$ cat src/rtl/chain_adc_pkg.sv
package chain_adc_pkg;
  typedef enum logic [2:0] {
    ST_IDLE  = 3'd0,
    ST_CONV  = 3'd1,
    ST_WAIT  = 3'd2,
    ST_READY = 3'd3,
    ST_SHIFT = 3'd4
  } state_t;
endpackage

$ cat src/rtl/chain_adc_sync.sv
// Samples asynchronous-looking pins on the system clock. The low NEDGE
// bits also keep their previous sample so edges can be detected.
module chain_adc_sync #(
  parameter int NBITS = 3,
  parameter int NEDGE = 2
) (
  input  logic             clk,
  input  logic             rst,
  input  logic [NBITS-1:0] raw_i,
  output logic [NBITS-1:0] lvl_o,
  output logic [NEDGE-1:0] prv_o
);
  logic [NBITS-1:0] lvl_q;
  logic [NEDGE-1:0] prv_q;

  always_ff @(posedge clk) begin
    if (rst) lvl_q <= '0;
    else     lvl_q <= raw_i;
  end

  genvar g;
  generate
    for (g = 0; g < NEDGE; g++) begin : g_prev
      always_ff @(posedge clk) begin
        if (rst) prv_q[g] <= 1'b0;
        else     prv_q[g] <= lvl_q[g];
      end
    end
  endgenerate

  assign lvl_o = lvl_q;
  assign prv_o = prv_q;
endmodule

$ cat src/rtl/chain_adc_timer.sv
// Counts the conversion time; expire_o is high for the last cycle.
module chain_adc_timer #(
  parameter int CYCLES = 40
) (
  input  logic clk,
  input  logic rst,
  input  logic start_i,
  input  logic clear_i,
  output logic expire_o
);
  localparam int CW = (CYCLES < 2) ? 1 : $clog2(CYCLES + 1);

  logic [CW-1:0] cnt_q;
  logic          run_q;

  always_ff @(posedge clk) begin
    if (rst || clear_i) begin
      cnt_q <= '0;
      run_q <= 1'b0;
    end else if (start_i) begin
      cnt_q <= CW'(CYCLES - 1);
      run_q <= 1'b1;
    end else if (run_q) begin
      if (cnt_q == '0) run_q <= 1'b0;
      else             cnt_q <= cnt_q - 1'b1;
    end
  end

  assign expire_o = run_q && (cnt_q == '0);
endmodule

$ cat src/rtl/chain_adc_shreg.sv
// Parallel-load, serial-in shift register, moving toward the MSB.
module chain_adc_shreg #(
  parameter int W = 14
) (
  input  logic         clk,
  input  logic         rst,
  input  logic         load_i,
  input  logic [W-1:0] data_i,
  input  logic         shift_i,
  input  logic         ser_i,
  output logic [W-1:0] q_o
);
  logic [W-1:0] q;

  always_ff @(posedge clk) begin
    if (rst)          q <= '0;
    else if (load_i)  q <= data_i;
    else if (shift_i) q <= {q[W-2:0], ser_i};
  end

  assign q_o = q;
endmodule

$ cat src/rtl/chain_adc_port.sv
module chain_adc_port #(
  parameter int DATA_W      = 14,
  parameter int CONV_CYCLES = 40
) (
  input  logic              clk,
  input  logic              rst,
  input  logic              cnv_i,
  input  logic              sck_i,
  input  logic              sdi_i,
  input  logic [DATA_W-1:0] result_i,
  output logic              sdo_o
);
  import chain_adc_pkg::*;

  localparam int MSB = DATA_W - 1;

  logic [2:0] pin_lvl;
  logic [1:0] pin_prv;
  logic       cnv_q, sck_q, sdi_q;
  logic       cnv_rise, sck_fall;
  logic       start, expire, load, shift;
  logic [DATA_W-1:0] sreg_q;
  state_t     state_q;
  logic       sdo_q;

  chain_adc_sync #(.NBITS(3), .NEDGE(2)) u_sync (
    .clk   (clk),
    .rst   (rst),
    .raw_i ({sdi_i, sck_i, cnv_i}),
    .lvl_o (pin_lvl),
    .prv_o (pin_prv)
  );

  assign cnv_q    = pin_lvl[0];
  assign sck_q    = pin_lvl[1];
  assign sdi_q    = pin_lvl[2];
  assign cnv_rise = cnv_q & ~pin_prv[0];
  assign sck_fall = ~sck_q & pin_prv[1];

  assign start = (state_q == ST_IDLE) && cnv_rise && sck_q;
  assign load  = (state_q == ST_CONV) && cnv_q && expire;
  assign shift = (state_q == ST_SHIFT) && cnv_q && sck_fall;

  chain_adc_timer #(.CYCLES(CONV_CYCLES)) u_timer (
    .clk      (clk),
    .rst      (rst),
    .start_i  (start),
    .clear_i  (~cnv_q),
    .expire_o (expire)
  );

  chain_adc_shreg #(.W(DATA_W)) u_shreg (
    .clk     (clk),
    .rst     (rst),
    .load_i  (load),
    .data_i  (result_i),
    .shift_i (shift),
    .ser_i   (sdi_q),
    .q_o     (sreg_q)
  );

  always_ff @(posedge clk) begin
    if (rst || !cnv_q) begin
      state_q <= ST_IDLE;
      sdo_q   <= 1'b0;
    end else begin
      unique case (state_q)
        ST_IDLE:  if (start) state_q <= ST_CONV;
        ST_CONV:  if (expire) state_q <= ST_WAIT;
        ST_WAIT:  if (sdi_q) begin
                    state_q <= ST_READY;
                    sdo_q   <= 1'b1;
                  end
        ST_READY: if (sck_fall) begin
                    state_q <= ST_SHIFT;
                    sdo_q   <= sreg_q[MSB];
                  end
        ST_SHIFT: if (sck_fall) sdo_q <= sreg_q[MSB-1];
        default:  state_q <= ST_IDLE;
      endcase
    end
  end

  assign sdo_o = sdo_q;
endmodule

$ cat config.mk
export PLATFORM = sky130hd
export DESIGN_NAME = chain_adc_port
export DESIGN_NICKNAME = d
export VERILOG_FILES = /design/src/rtl/chain_adc_pkg.sv /design/src/rtl/chain_adc_sync.sv /design/src/rtl/chain_adc_timer.sv /design/src/rtl/chain_adc_shreg.sv /design/src/rtl/chain_adc_port.sv
export SDC_FILE = /design/constraint.sdc
export NUM_CORES = 1
export LEC_CHECK = 0
export ABC_AREA = 1
export BUFFER_PORTS_ARGS = -buffer_cell sky130_fd_sc_hd__buf_2
export CORE_AREA = 8 8 72 74
export DETAILED_ROUTE_END_ITERATION = 12
export DIE_AREA = 0 0 80 82
export RECOVER_POWER = 25
export SLEW_MARGIN = 20
export SYNTH_ARGS = -nofsm -noshare
export SYNTH_HDL_FRONTEND = slang
export SYNTH_SLANG_ARGS = --single-unit
$ cat constraint.sdc
create_clock -name clk -period 1.5 [get_ports clk]
set_clock_uncertainty 0.05 [all_clocks]
set_input_delay 0.15 -clock clk [delete_from_list [all_inputs] [get_ports clk]]
set_output_delay 0.15 -clock clk [all_outputs]
set_load 0.005 [all_outputs]
==> impl_results.md <==
* Die width at 80 um
* Final period util at 94.4%
* Crit Path Class: flop to flop
* Worst Tran Pin Value at 0.372 ns
* Top-level I/O count at 20
* Vias/cell at 4.68
* Iter 0 DRT Violations at 95
* Final Cell Area at 0.00193 sq mm
* Critical path origin: u_timer.cnt_q[3]
* Initial antenna violation count at 0
* Cells after DPL at 297
* CTS root buf: clkbuf_8
* Post-synth cell types at 25
* Post-route DRC at 0
* Avg Inst Size Synth at approximately 7.0 sq um
* Starting density of the core at 37.6%
* First-pass GRT wire length at roughly 5700 um
* Clock Tree Buf Depth at 2
* Area delta synth->final at 23.7%
* Register bit count reported by yosys at 30
* Cell Area, Synth at between 0.0015 and 0.002 sq mm
* Count of non-filler cells in the finished layout at around 310
* Core Box Area at 0.00414 sq mm
* Clock Sinks at 30
* R2R Path Start: u_timer.cnt_q[3]
* GR Overflow Total at 0
* Worst-path fanout max at 13
* Worst-path clk slew at 0.06 ns
* Fillers at 452
* # H-tree levels at 2
* Max Transition Viols Final at 0
* Dpl ws at 0.0101 ns
* Highest-delay cell along the critical path: dfxtp_1
* Total GRT Usage at 10.9%
* Peak supply drop at 0.574 mV
* Pwr Density at 773 mW/mm^2
* NumNets Final at about 280
* Area post-placement at about 0.0017 sq mm
* CTS tree: done
* Fin Hold WS at around 0.023 ns
* Slew headroom at 75.1%
* Final Setup Violations at 0
* Critical-path cell list: nor2_4 > nand3_4 > nor2_4 > buf_4 > nand2_4 > nand3_1 > nand2_1 > nor2_1
* Reg2Reg Depth at 8
* Largest net degree at the start of global routing at 28
* Leakage Power at 0.000902 uW
* Num CTS Buffers at 5
* DRT Pass-1 Iters at 4
* Synthesized instance count at approximately 220
* Setup crit start kind: flop
* Critical Path AT at 1.58 ns
* Via count at 1460
* Max Clk Rate at about 710 MHz
* Sequential fraction of the synthesis area at about 39%
* Post-CTS Hold Buffers at 0
* Hold WC Path Type: primary input to flop
* Post-route ant nets at 0
* Flop2flop setup slack at 0.08 ns
* Hpwl dp at 2330 um
* Final Critical Period at 1.42 ns
* Worst R2R End: u_shreg.q_o[10]
* I/O Buffers at 19
* Vias in the first global route at 1364
* Placer Congestion at 0.811
* Row count at 24
* Setup crit end kind: flop
* Wirelength per Cell at 10.9 um
* Required time of the worst setup path at ~1.7 ns
* Commonest cells after routing, fill and taps aside: nand2_1, nor2_1, dfxtp_1
* Die area at 0.00656 sq mm
* Die Y at 82 um
* Final WS setup at between 0.08 and 0.09 ns
* CP peak stage delay at 0.37 ns
* Post-Route WL at 3410 um
* N_diodes at 0
* Status: completed
* Worst Setup EP: u_shreg.q_o[10]
* Synthesized Nets at approximately 250
* Clk Latency, worst-skew pair at about 0.28 ns
* Max capacitance violation total at 0
* Most common cell after layout, fill and taps aside: nand2_1
* Share of cells above drive strength 1 at 24.6%
* Tot Pwr at around 1500 uW
* Synth warn at 0
* Final Hold Vio Count at 0
* Crit path top cell by count: nor2_4
[metal layers]
metal / global-route usage, % / share of wire (%)
met1: 12.2 / 47
met2: 18.3 / 48
met3: 3.17 / 3.4
met4: 6.00 / 1.9
met5: 0 / 0
[worst max-delay path: cells and delay by family (launching register included)]
family	cells	cell delay [ns]
flops	1	0.37
buf+inv	1	0.15
simple gates	7	0.77
[registers in the layout, summed over array words and instances, names as in the netlist]
register,flops
u_sync.lvl_o,3
u_shreg.q_o,14
sdo_o,1
state_q,3
u_timer.cnt_q,6
u_timer.run_q,1
u_sync.prv_o,2
[synthesized netlist by cell type]
library cell / n / area [sq um]
inv_4: 1 / 6.26
o21bai_1: 1 / 7.51
nand3_4: 1 / 17.5
nand2_4: 2 / 22.5
a21oi_1: 9 / 45.0
buf_4: 1 / 7.51
nor2_4: 4 / 45.0
nand3_2: 1 / 10.0
buf_2: 1 / 5.00
inv_1: 18 / 67.6
clkbuf_1: 1 / 3.75
a31oi_1: 1 / 6.26
nand4_1: 3 / 18.8
xor2_1: 2 / 17.5
nand2_1: 62 / 233
buf_6: 3 / 33.8
nor2_1: 41 / 154
ha_1: 2 / 25.0
nor2_2: 8 / 50.1
o21ai_0: 3 / 15.0
nand3b_1: 2 / 15.0
o211ai_1: 1 / 7.51
nor2_8: 1 / 20.0
dfxtp_1: 30 / 601
nand3_1: 25 / 125
[area by class of cell]
| cell class | count | area (sq um) | area share, % |
|---|---|---|---|
| sequential | 30 | 606 | 31.4 |
| clock buffer | 7 | 76.3 | 3.96 |
| multi-input combinational | 171 | 886 | 45.9 |
| timing repair buffer | 33 | 219 | 11.4 |
| tap | 52 | 65.1 | 3.37 |
| inverter | 19 | 76.3 | 3.96 |
[power breakdown]
part           internal, uW  switching (uW)
sequential              804            5.13
clock                   319             291
combinational          31.2            39.8
total                  1150             336
[logic make-up (layout without fill, tap and decap cells)]
kind of cell	Yosys count	in the layout	synth area share, %
compound gates	15	15	5.22
fa+ha+maj	2	2	1.60
simple gates	150	152	45.6
xor+xnor	2	2	1.12
flops	30	30	38.5
buf+inv	25	59	7.94
[per-stage QoR]
step	util, %	TNS, ns
2_1_floorplan	-	0
3_3_place_gp	42.0	0
3_5_place_dp	42.0	0
4_1_cts	44.1	0
5_1_grt	46.5	-0.0222
6_report	46.5	0
[worst min-delay path by stage]
stage,start,end,cells past startpoint
6_report,sdi_i,u_sync.lvl_o[2],3
5_1_grt,cnv_i,u_sync.lvl_o[0],3
4_1_cts,cnv_i,u_sync.lvl_o[0],3
3_5_place_dp,cnv_i,u_sync.lvl_o[0],3
3_3_place_gp,sck_i,u_sync.lvl_o[1],3
2_1_floorplan,cnv_i,u_sync.lvl_o[0],2
[repair_timing]
| action | 4_1_cts | 5_1_grt |
|---|---|---|
| gates cloned | 0 | 2 |
| gates resized for setup | 1 | 11 |
| endpoints found under the setup margin | 1 | 20 |
| setup buffers | 0 | 6 |
| pin swaps | 0 | 5 |
No activity file was read; power rests on OpenSTA's default activity.
